$ cat src/rtl/lf_pkg.sv
package lf_pkg;
  localparam int SH_W = 5;

  typedef enum logic [1:0] {
    BW_X1 = 2'd0,
    BW_X2 = 2'd1,
    BW_X4 = 2'd2,
    BW_X8 = 2'd3
  } bw_code_e;

  typedef struct packed {
    logic [SH_W-1:0] prop_lsh;
    logic [SH_W-1:0] int_lsh;
  } gain_shift_t;
endpackage

$ cat src/rtl/lf_gain_sel.sv
module lf_gain_sel
  import lf_pkg::*;
#(
  parameter int P_SHIFT0 = 3,
  parameter int I_SHIFT0 = 8
) (
  input  logic [1:0]  bw_sel,
  output gain_shift_t gains
);
  localparam int BASE_LSH = I_SHIFT0 - P_SHIFT0;

  bw_code_e code;

  always_comb begin
    code = bw_code_e'(bw_sel);
    unique case (code)
      BW_X1: begin
        gains.prop_lsh = SH_W'(BASE_LSH);
        gains.int_lsh  = SH_W'(0);
      end
      BW_X2: begin
        gains.prop_lsh = SH_W'(BASE_LSH + 1);
        gains.int_lsh  = SH_W'(2);
      end
      BW_X4: begin
        gains.prop_lsh = SH_W'(BASE_LSH + 2);
        gains.int_lsh  = SH_W'(4);
      end
      default: begin
        gains.prop_lsh = SH_W'(BASE_LSH + 3);
        gains.int_lsh  = SH_W'(6);
      end
    endcase
  end
endmodule

$ cat src/rtl/lf_integrator.sv
module lf_integrator
  import lf_pkg::*;
#(
  parameter int IN_W  = 12,
  parameter int ACC_W = 22
) (
  input  logic                    clk,
  input  logic                    rst_n,
  input  logic                    en,
  input  logic                    clear,
  input  logic signed [IN_W-1:0]  err,
  input  logic [SH_W-1:0]         int_lsh,
  output logic signed [ACC_W-1:0] acc_q,
  output logic signed [ACC_W-1:0] acc_nxt
);
  localparam int SUM_W = ACC_W + 2;
  localparam logic signed [SUM_W-1:0] LIM_HI =
    {{(SUM_W-ACC_W+1){1'b0}}, {(ACC_W-1){1'b1}}};
  localparam logic signed [SUM_W-1:0] LIM_LO = ~LIM_HI;

  logic signed [SUM_W-1:0] inc;
  logic signed [SUM_W-1:0] raw;

  always_comb begin
    inc = {{(SUM_W-IN_W){err[IN_W-1]}}, err} <<< int_lsh;
    raw = {{(SUM_W-ACC_W){acc_q[ACC_W-1]}}, acc_q} + inc;
    if (raw > LIM_HI) begin
      acc_nxt = LIM_HI[ACC_W-1:0];
    end else if (raw < LIM_LO) begin
      acc_nxt = LIM_LO[ACC_W-1:0];
    end else begin
      acc_nxt = raw[ACC_W-1:0];
    end
  end

  always_ff @(posedge clk or negedge rst_n) begin
    if (!rst_n) begin
      acc_q <= '0;
    end else if (clear) begin
      acc_q <= '0;
    end else if (en) begin
      acc_q <= acc_nxt;
    end
  end
endmodule

$ cat src/rtl/lf_combine.sv
module lf_combine
  import lf_pkg::*;
#(
  parameter int IN_W     = 12,
  parameter int ACC_W    = 22,
  parameter int OUT_W    = 12,
  parameter int I_SHIFT0 = 8
) (
  input  logic signed [IN_W-1:0]  err,
  input  logic signed [ACC_W-1:0] acc,
  input  logic [SH_W-1:0]         prop_lsh,
  output logic signed [OUT_W-1:0] tune
);
  localparam int CW = ACC_W + 4;
  localparam logic signed [CW-1:0] HALF =
    {{(CW-I_SHIFT0){1'b0}}, 1'b1, {(I_SHIFT0-1){1'b0}}};
  localparam logic signed [CW-1:0] OUT_HI =
    {{(CW-OUT_W+1){1'b0}}, {(OUT_W-1){1'b1}}};
  localparam logic signed [CW-1:0] OUT_LO = ~OUT_HI;

  logic signed [CW-1:0] prop;
  logic signed [CW-1:0] total;
  logic signed [CW-1:0] scaled;

  always_comb begin
    prop   = {{(CW-IN_W){err[IN_W-1]}}, err} <<< prop_lsh;
    total  = {{(CW-ACC_W){acc[ACC_W-1]}}, acc} + prop;
    scaled = (total + HALF) >>> I_SHIFT0;
    if (scaled > OUT_HI) begin
      tune = OUT_HI[OUT_W-1:0];
    end else if (scaled < OUT_LO) begin
      tune = OUT_LO[OUT_W-1:0];
    end else begin
      tune = scaled[OUT_W-1:0];
    end
  end
endmodule

$ cat src/rtl/pi_loop_filter.sv
module pi_loop_filter
  import lf_pkg::*;
#(
  parameter int IN_W     = 12,
  parameter int ACC_W    = 22,
  parameter int OUT_W    = 12,
  parameter int P_SHIFT0 = 3,
  parameter int I_SHIFT0 = 8
) (
  input  logic                    clk,
  input  logic                    rst_n,
  input  logic                    valid_in,
  input  logic                    clear,
  input  logic [1:0]              bw_sel,
  input  logic signed [IN_W-1:0]  phase_err,
  output logic signed [ACC_W-1:0] integ_acc,
  output logic signed [OUT_W-1:0] tune_word,
  output logic                    tune_vld
);
  gain_shift_t             gains;
  logic signed [ACC_W-1:0] acc_nxt;
  logic signed [OUT_W-1:0] tune_nxt;
  logic signed [OUT_W-1:0] tune_q;
  logic                    vld_q;
  logic                    take;

  assign take = valid_in & ~clear;

  lf_gain_sel #(.P_SHIFT0(P_SHIFT0), .I_SHIFT0(I_SHIFT0)) u_gain (
    .bw_sel (bw_sel),
    .gains  (gains)
  );

  lf_integrator #(.IN_W(IN_W), .ACC_W(ACC_W)) u_int (
    .clk     (clk),
    .rst_n   (rst_n),
    .en      (take),
    .clear   (clear),
    .err     (phase_err),
    .int_lsh (gains.int_lsh),
    .acc_q   (integ_acc),
    .acc_nxt (acc_nxt)
  );

  lf_combine #(.IN_W(IN_W), .ACC_W(ACC_W), .OUT_W(OUT_W),
               .I_SHIFT0(I_SHIFT0)) u_comb (
    .err      (phase_err),
    .acc      (acc_nxt),
    .prop_lsh (gains.prop_lsh),
    .tune     (tune_nxt)
  );

  always_ff @(posedge clk or negedge rst_n) begin
    if (!rst_n) begin
      tune_q <= '0;
    end else if (clear) begin
      tune_q <= '0;
    end else if (take) begin
      tune_q <= tune_nxt;
    end
  end

  always_ff @(posedge clk or negedge rst_n) begin
    if (!rst_n) begin
      vld_q <= 1'b0;
    end else begin
      vld_q <= take;
    end
  end

  assign tune_word = tune_q;
  assign tune_vld  = vld_q;
endmodule

$ cat config.mk
export PLATFORM = sky130hd
export DESIGN_NAME = pi_loop_filter
export DESIGN_NICKNAME = d
export VERILOG_FILES = /design/src/rtl/lf_pkg.sv /design/src/rtl/lf_gain_sel.sv /design/src/rtl/lf_integrator.sv /design/src/rtl/lf_combine.sv /design/src/rtl/pi_loop_filter.sv
export SDC_FILE = /design/constraint.sdc
export NUM_CORES = 1
export LEC_CHECK = 0
export BUFFER_PORTS_ARGS = -buffer_cell sky130_fd_sc_hd__buf_2
export CAP_MARGIN = 15
export CORE_AREA = 2 2 110 101
export CTS_CLUSTER_DIAMETER = 80
export DETAILED_ROUTE_END_ITERATION = 12
export DIE_AREA = 0 0 112 103
export PLACE_DENSITY_LB_ADDON = 0.12
export SYNTH_ARGS = -nofsm -noshare
export SYNTH_HDL_FRONTEND = slang
export SYNTH_HIERARCHICAL = 1
export SYNTH_SLANG_ARGS = --single-unit
$ cat constraint.sdc
create_clock -name clk -period 6 [get_ports clk]
set_input_delay 1.2 -clock clk [delete_from_list [all_inputs] [get_ports clk]]
set_output_delay 1.2 -clock clk [all_outputs]
set_load 0.02 [all_outputs]
==> results of run 1 <==
## per-stage QoR
step | cell area, µm² | hold WS (ps) | utilization | cells
CTS | 10100 | 520 | 0.958 | 1266
floorplan | 6750 | 608 | - | 855
detailed placement | 8580 | 507 | 0.814 | 1211
global placement | 8580 | 496 | 0.814 | 1211
## cells in the mapped netlist, types with 8 or more instances
cell type	instances	area share
sky130_fd_sc_hd__a211oi_1	27	0.032
sky130_fd_sc_hd__a211oi_2	11	0.022
sky130_fd_sc_hd__a21o_1	14	0.016
sky130_fd_sc_hd__a21oi_1	80	0.063
sky130_fd_sc_hd__a31oi_1	9	0.0088
sky130_fd_sc_hd__clkbuf_1	40	0.024
sky130_fd_sc_hd__dfrtp_1	35	0.14
sky130_fd_sc_hd__ha_1	75	0.15
sky130_fd_sc_hd__inv_1	28	0.016
sky130_fd_sc_hd__mux2i_1	38	0.060
sky130_fd_sc_hd__mux4_2	8	0.028
sky130_fd_sc_hd__nand2_1	99	0.058
sky130_fd_sc_hd__nand3_1	15	0.012
sky130_fd_sc_hd__nand4_1	20	0.020
sky130_fd_sc_hd__nor2_1	97	0.057
sky130_fd_sc_hd__nor2b_1	15	0.015
sky130_fd_sc_hd__nor3_1	11	0.0086
sky130_fd_sc_hd__o21ai_0	34	0.027
sky130_fd_sc_hd__o21ai_1	12	0.0094
sky130_fd_sc_hd__o22ai_1	16	0.016
sky130_fd_sc_hd__xnor2_1	19	0.026
sky130_fd_sc_hd__xor2_1	15	0.021
## timing repair
action	in CTS
setup buffers	42
setup endpoints to repair	12
resized for setup	167
pin swaps	76
cloned	7
## cell families after synthesis
kind of cell,after synthesis,synth area share
simple gates,300,0.218
compound gates,266,0.284
buf+inv,88,0.0633
fa+ha+maj,76,0.150
mux,52,0.100
flops,35,0.137
xor+xnor,34,0.0466
other cells,1,0.000587
## per-layer routing
metal / overflow / GRT usage
met5: 0 / 0.200
met4: 5 / 0.714
met3: 0 / 0.514
met2: 4 / 0.934
met1: 0 / 0.738
==> impl_metrics.py, run 1 <==
metrics = {
    "floorplan": {
        "ioPinCount": 53,
        "initial_utilization": 0.606,
        "die_height_um": 103,
        "dieWidth_um": 112,
        "rows": 36,
    },
    "grt": {
        "global_route.usage.total": 0.723,
        "grt_start_max_net_pins": 37,
        "grt_first_pass_wirelength_um": 63400,
        "gr-total-overflow": 9,
        "number_of_global_route_vias_before_repair": 10700,
    },
    "status": {
        "run_status": "did not finish",
        "flow.stopped_at": "5_1_grt",
        "tool.error": "[ERROR GRT-0116] Global routing finished with congestion. Check the congestion regions in the DRC Viewer.",
    },
    "placement": {
        "routabilityCongestion": 1.03,
        "hpwlAfterDp_um": 19100,
        "portBuffers": 52,
        "pre_cts_ws_ps": -2040,
    },
    "clocking": {
        "clock_sinks": 35,
        "deepest_level_of_the_cts_h_tree": 2,
        "post_cts_hold_buffer_count": 0,
        "clk_buf_depth": 2,
        "tritoncts.num_buffers": 5,
        "clock_tree.root_cell": "sky130_fd_sc_hd__clkbuf_16",
    },
    "logic_synthesis": {
        "syn_inst": 852,
        "netlist-cell-type-count": 76,
        "synth.ff_latch_count": 35,
        "synthFlopType": "sky130_fd_sc_hd__dfrtp_1",
        "yosysWarningCount": 6,
        "syn_avg_cell_area_um2": 7.49,
        "syn-cell-area_mm2": 0.00638,
        "share_of_synthesized_area_occupied_by_flip_flops_and_latches": 0.137,
        "postSynth.asyncResetShare": 1.00,
        "synth-edff-count": 0,
    },
}
==> run 2, diff against run 1 <==
--- a/config.mk
+++ b/config.mk
@@ -7,11 +7,10 @@
 export LEC_CHECK = 0
 export BUFFER_PORTS_ARGS = -buffer_cell sky130_fd_sc_hd__buf_2
 export CAP_MARGIN = 15
-export CORE_AREA = 2 2 110 101
-export CTS_CLUSTER_DIAMETER = 80
+export CORE_AREA = 2 2 130 132
 export DETAILED_ROUTE_END_ITERATION = 12
-export DIE_AREA = 0 0 112 103
-export PLACE_DENSITY_LB_ADDON = 0.12
+export DIE_AREA = 0 0 132 134
+export PLACE_DENSITY_LB_ADDON = 0.15
 export SYNTH_ARGS = -nofsm -noshare
 export SYNTH_HDL_FRONTEND = slang
 export SYNTH_HIERARCHICAL = 1
==> run 2 against run 1 <==
  * The flow now finishes, with violations (negative setup slack)
  * Synthesized area unchanged
  * Synthesized cell count unchanged
==> impl_metrics.py, run 2 <==
metrics = {
    "clocking": {
        "post_cts_hold_buffer_count": 0,
        "clock_tree.root_cell": "sky130_fd_sc_hd__clkbuf_16",
        "clk_buf_depth": 2,
        "tritoncts_clock_tree": "done",
        "deepest_level_of_the_cts_h_tree": 2,
        "clkSlewWorstSetupHoldPaths_ps": 50,
        "clock_sinks": 35,
        "worst_skew_pair.late_latency_ps": 290,
        "tritoncts.num_buffers": 5,
    },
    "power_and_ir_drop": {
        "leakagePower_uw": 0.00470,
        "power.density_mw_per_mm2": 281,
        "vdd.ir_drop.worst_uv": 136,
        "total_power_draw_uw": 2900,
    },
    "layout": {
        "area_growth_pct": 61.3,
        "utilization_of_the_core_after_routing": 0.632,
        "fin_cells": 1358,
        "stdcell_area_mm2": 0.0103,
        "mostFrequentLayoutCells": "sky130_fd_sc_hd__buf_4, sky130_fd_sc_hd__nor2_1, sky130_fd_sc_hd__nand2_1",
        "largest_reg_flops": 22,
        "fill_cells": 1339,
        "design.final.nets": 1231,
        "most_common_cell_after_layout_fill_and_taps_aside": "sky130_fd_sc_hd__buf_4",
        "drive_gt1_frac": 0.477,
        "largest_register": "u_int/acc_q",
        "antenna_cells_inserted": 0,
    },
    "logic_synthesis": {
        "synthFlopType": "sky130_fd_sc_hd__dfrtp_1",
        "synth.cells.most_frequent": "sky130_fd_sc_hd__nand2_1, sky130_fd_sc_hd__nor2_1, sky130_fd_sc_hd__a21oi_1",
        "most_frequent_cell_after_synthesis": "sky130_fd_sc_hd__nand2_1",
        "synth-edff-count": 0,
        "yosys.area.top_type": "sky130_fd_sc_hd__ha_1",
        "yosysWarningCount": 6,
        "syn-cell-area_mm2": 0.00638,
        "netlist-cell-type-count": 76,
        "syn_inst": 852,
        "netlist.area_leader.share": 0.147,
        "dominant_cells_by_area_after_synthesis": "sky130_fd_sc_hd__ha_1, sky130_fd_sc_hd__dfrtp_1, sky130_fd_sc_hd__a21oi_1, sky130_fd_sc_hd__mux2i_1, sky130_fd_sc_hd__nand2_1",
        "syn_avg_cell_area_um2": 7.49,
        "share_of_synthesized_area_occupied_by_flip_flops_and_latches": 0.137,
        "synth.ff_latch_count": 35,
        "postSynth.asyncResetShare": 1.00,
    },
    "sta": {
        "achievable-frequency_mhz": 137,
        "finalCriticalPeriod_ps": 7320,
        "finalClockSkew_ps": 6.47,
        "report.final.slew_viol_count": 0,
        "hold_violations": 0,
        "finalSetupViolCount": 12,
        "final_min_period_over_clock_period": 1.22,
        "maxSlewHeadroom": 0.248,
        "pin_slew_with_the_least_headroom_to_its_limit_ps": 1130,
        "postLayoutSetupSlackWorst_ps": -1320,
        "rsz0062_at_grt": "true",
    },
    "critical_path": {
        "cpPeakStageDelay_ps": 340,
        "crit_fanout": 6,
        "startpoint_type": "primary input",
        "cp.buffers_inverters": 11,
        "critPathCaptureType": "flop",
        "critical-path-slowest-cell": "sky130_fd_sc_hd__a211o_1",
        "critical_path_class": "primary input to flop",
        "timing.critical_path.required_ps": 6210,
        "worst_path_dominant_cell_family": "compound AO/OA/AOI/OAI gates",
        "crit_path_frequent_cell": "sky130_fd_sc_hd__buf_4",
        "worst-r2r-setup-slack_ps": 370,
        "cp_data_arrival_time_ps": 7540,
    },
    "placement": {
        "pre_cts_ws_ps": -1680,
        "portBuffers": 52,
        "routabilityCongestion": 0.900,
        "placed_cells": 1313,
        "place_area_mm2": 0.00877,
        "hpwlAfterDp_um": 18100,
    },
    "routing": {
        "wire_per_inst_um": 17.8,
        "drt_pre_antenna_iters": 7,
        "route.antenna.remaining_nets": 0,
        "routed-via-count": 7648,
        "initialDrtViolationCount": 573,
        "wirelength_um": 24100,
        "drt-vias-per-instance": 5.63,
        "drt_drc_violations_left": 0,
    },
    "floorplan": {
        "initial_utilization": 0.392,
        "area_of_the_die_mm2": 0.0177,
        "core-area_mm2": 0.0163,
        "die_height_um": 134,
        "ioPinCount": 53,
        "dieWidth_um": 132,
        "rows": 47,
    },
    "status": {
        "failed_checks": "negative setup slack",
        "run_status": "complete, but fails checks",
    },
    "grt": {
        "number_of_global_route_vias_before_repair": 7215,
        "grt_first_pass_wirelength_um": 37400,
        "global_route.usage.total": 0.260,
        "gr-total-overflow": 0,
        "grt_start_max_net_pins": 37,
        "grt_antenna_before_repair": 0,
    },
    "job": {
        "maxCapViolCount": 0,
    },
    "worst_hold_path": {
        "hold_class": "flop to flop",
    },
}
==> run 2: logic make-up after synthesis <==
| kind of cell | Yosys count | synth area share |
|---|---|---|
| simple gates | 300 | 0.218 |
| compound gates | 266 | 0.284 |
| buf+inv | 88 | 0.0633 |
| fa+ha+maj | 76 | 0.150 |
| mux | 52 | 0.100 |
| flops | 35 | 0.137 |
| xor+xnor | 34 | 0.0466 |
| other cells | 1 | 0.000587 |
==> run 2: area by class of cell <==
cell class / instances / area, µm² / share of cell area
multi-input cells: 733 / 6340 / 0.616
flip-flops and latches: 35 / 876 / 0.0850
inverters: 28 / 123 / 0.0119
clock buffers: 7 / 133 / 0.0129
well taps: 220 / 275 / 0.0267
clock inverters: 1 / 5.00 / 0.000486
repair buffers: 334 / 2550 / 0.247
==> run 2: routing by layer <==
| metal | part of all wire | up-vias | global-route usage |
|---|---|---|---|
| li1 | - | 3723 | - |
| met1 | 0.47 | 3632 | 0.368 |
| met2 | 0.45 | 250 | 0.425 |
| met3 | 0.055 | 43 | 0.0265 |
| met4 | 0.022 | 0 | 0.0646 |
| met5 | 0 | - | 0 |
==> run 2: repair_timing <==
action	CTS	global route
gates cloned	6	0
gates resized for setup	97	92
pin swaps	39	75
setup buffers	14	19
setup endpoints to repair	12	19
hold endpoints to repair	0	0
==> run 2: stage by stage <==
step	TNS [ps]	hold WS (ps)
after floorplan	-8290	608
after global placement	-19470	504
after detailed placement	-19740	508
after CTS	-13500	521
after global routing	-17460	540
final	-14960	515
==> run 2: power by group <==
group | switching, µW | internal (µW) | total, µW
Combinational | 1180 | 1160 | 2340
Clock | 103 | 154 | 256
Sequential | 32.1 | 270 | 302
Total | 1310 | 1590 | 2900
==> run 2: worst paths after layout <==
path,to,cells after the start,from
hold reg to reg,tune_word[9]$_DFFE_PN0P_,2,tune_word[9]$_DFFE_PN0P_
setup / recovery,tune_word[1]$_DFFE_PN0P_,37,bw_sel[1]
max in group asynchronous,u_int/acc_q[12]$_DFFE_PN0P_,1,rst_n
min in group asynchronous,tune_word[1]$_DFFE_PN0P_,1,rst_n
setup reg to reg,tune_word[1]$_DFFE_PN0P_,29,u_int/acc_q[0]$_DFFE_PN0P_
hold / removal,tune_word[9]$_DFFE_PN0P_,2,tune_word[9]$_DFFE_PN0P_
==> run 2: worst reg2reg max path, delay by kind of cell, from the launching register on <==
kind | cells | cell delay (ps)
simple gates | 7 | 1600
flops | 1 | 440
fa+ha+maj | 4 | 910
compound gates | 9 | 1320
buf+inv | 8 | 1160
mux | 1 | 100
(Power assumes the default switching activity.)
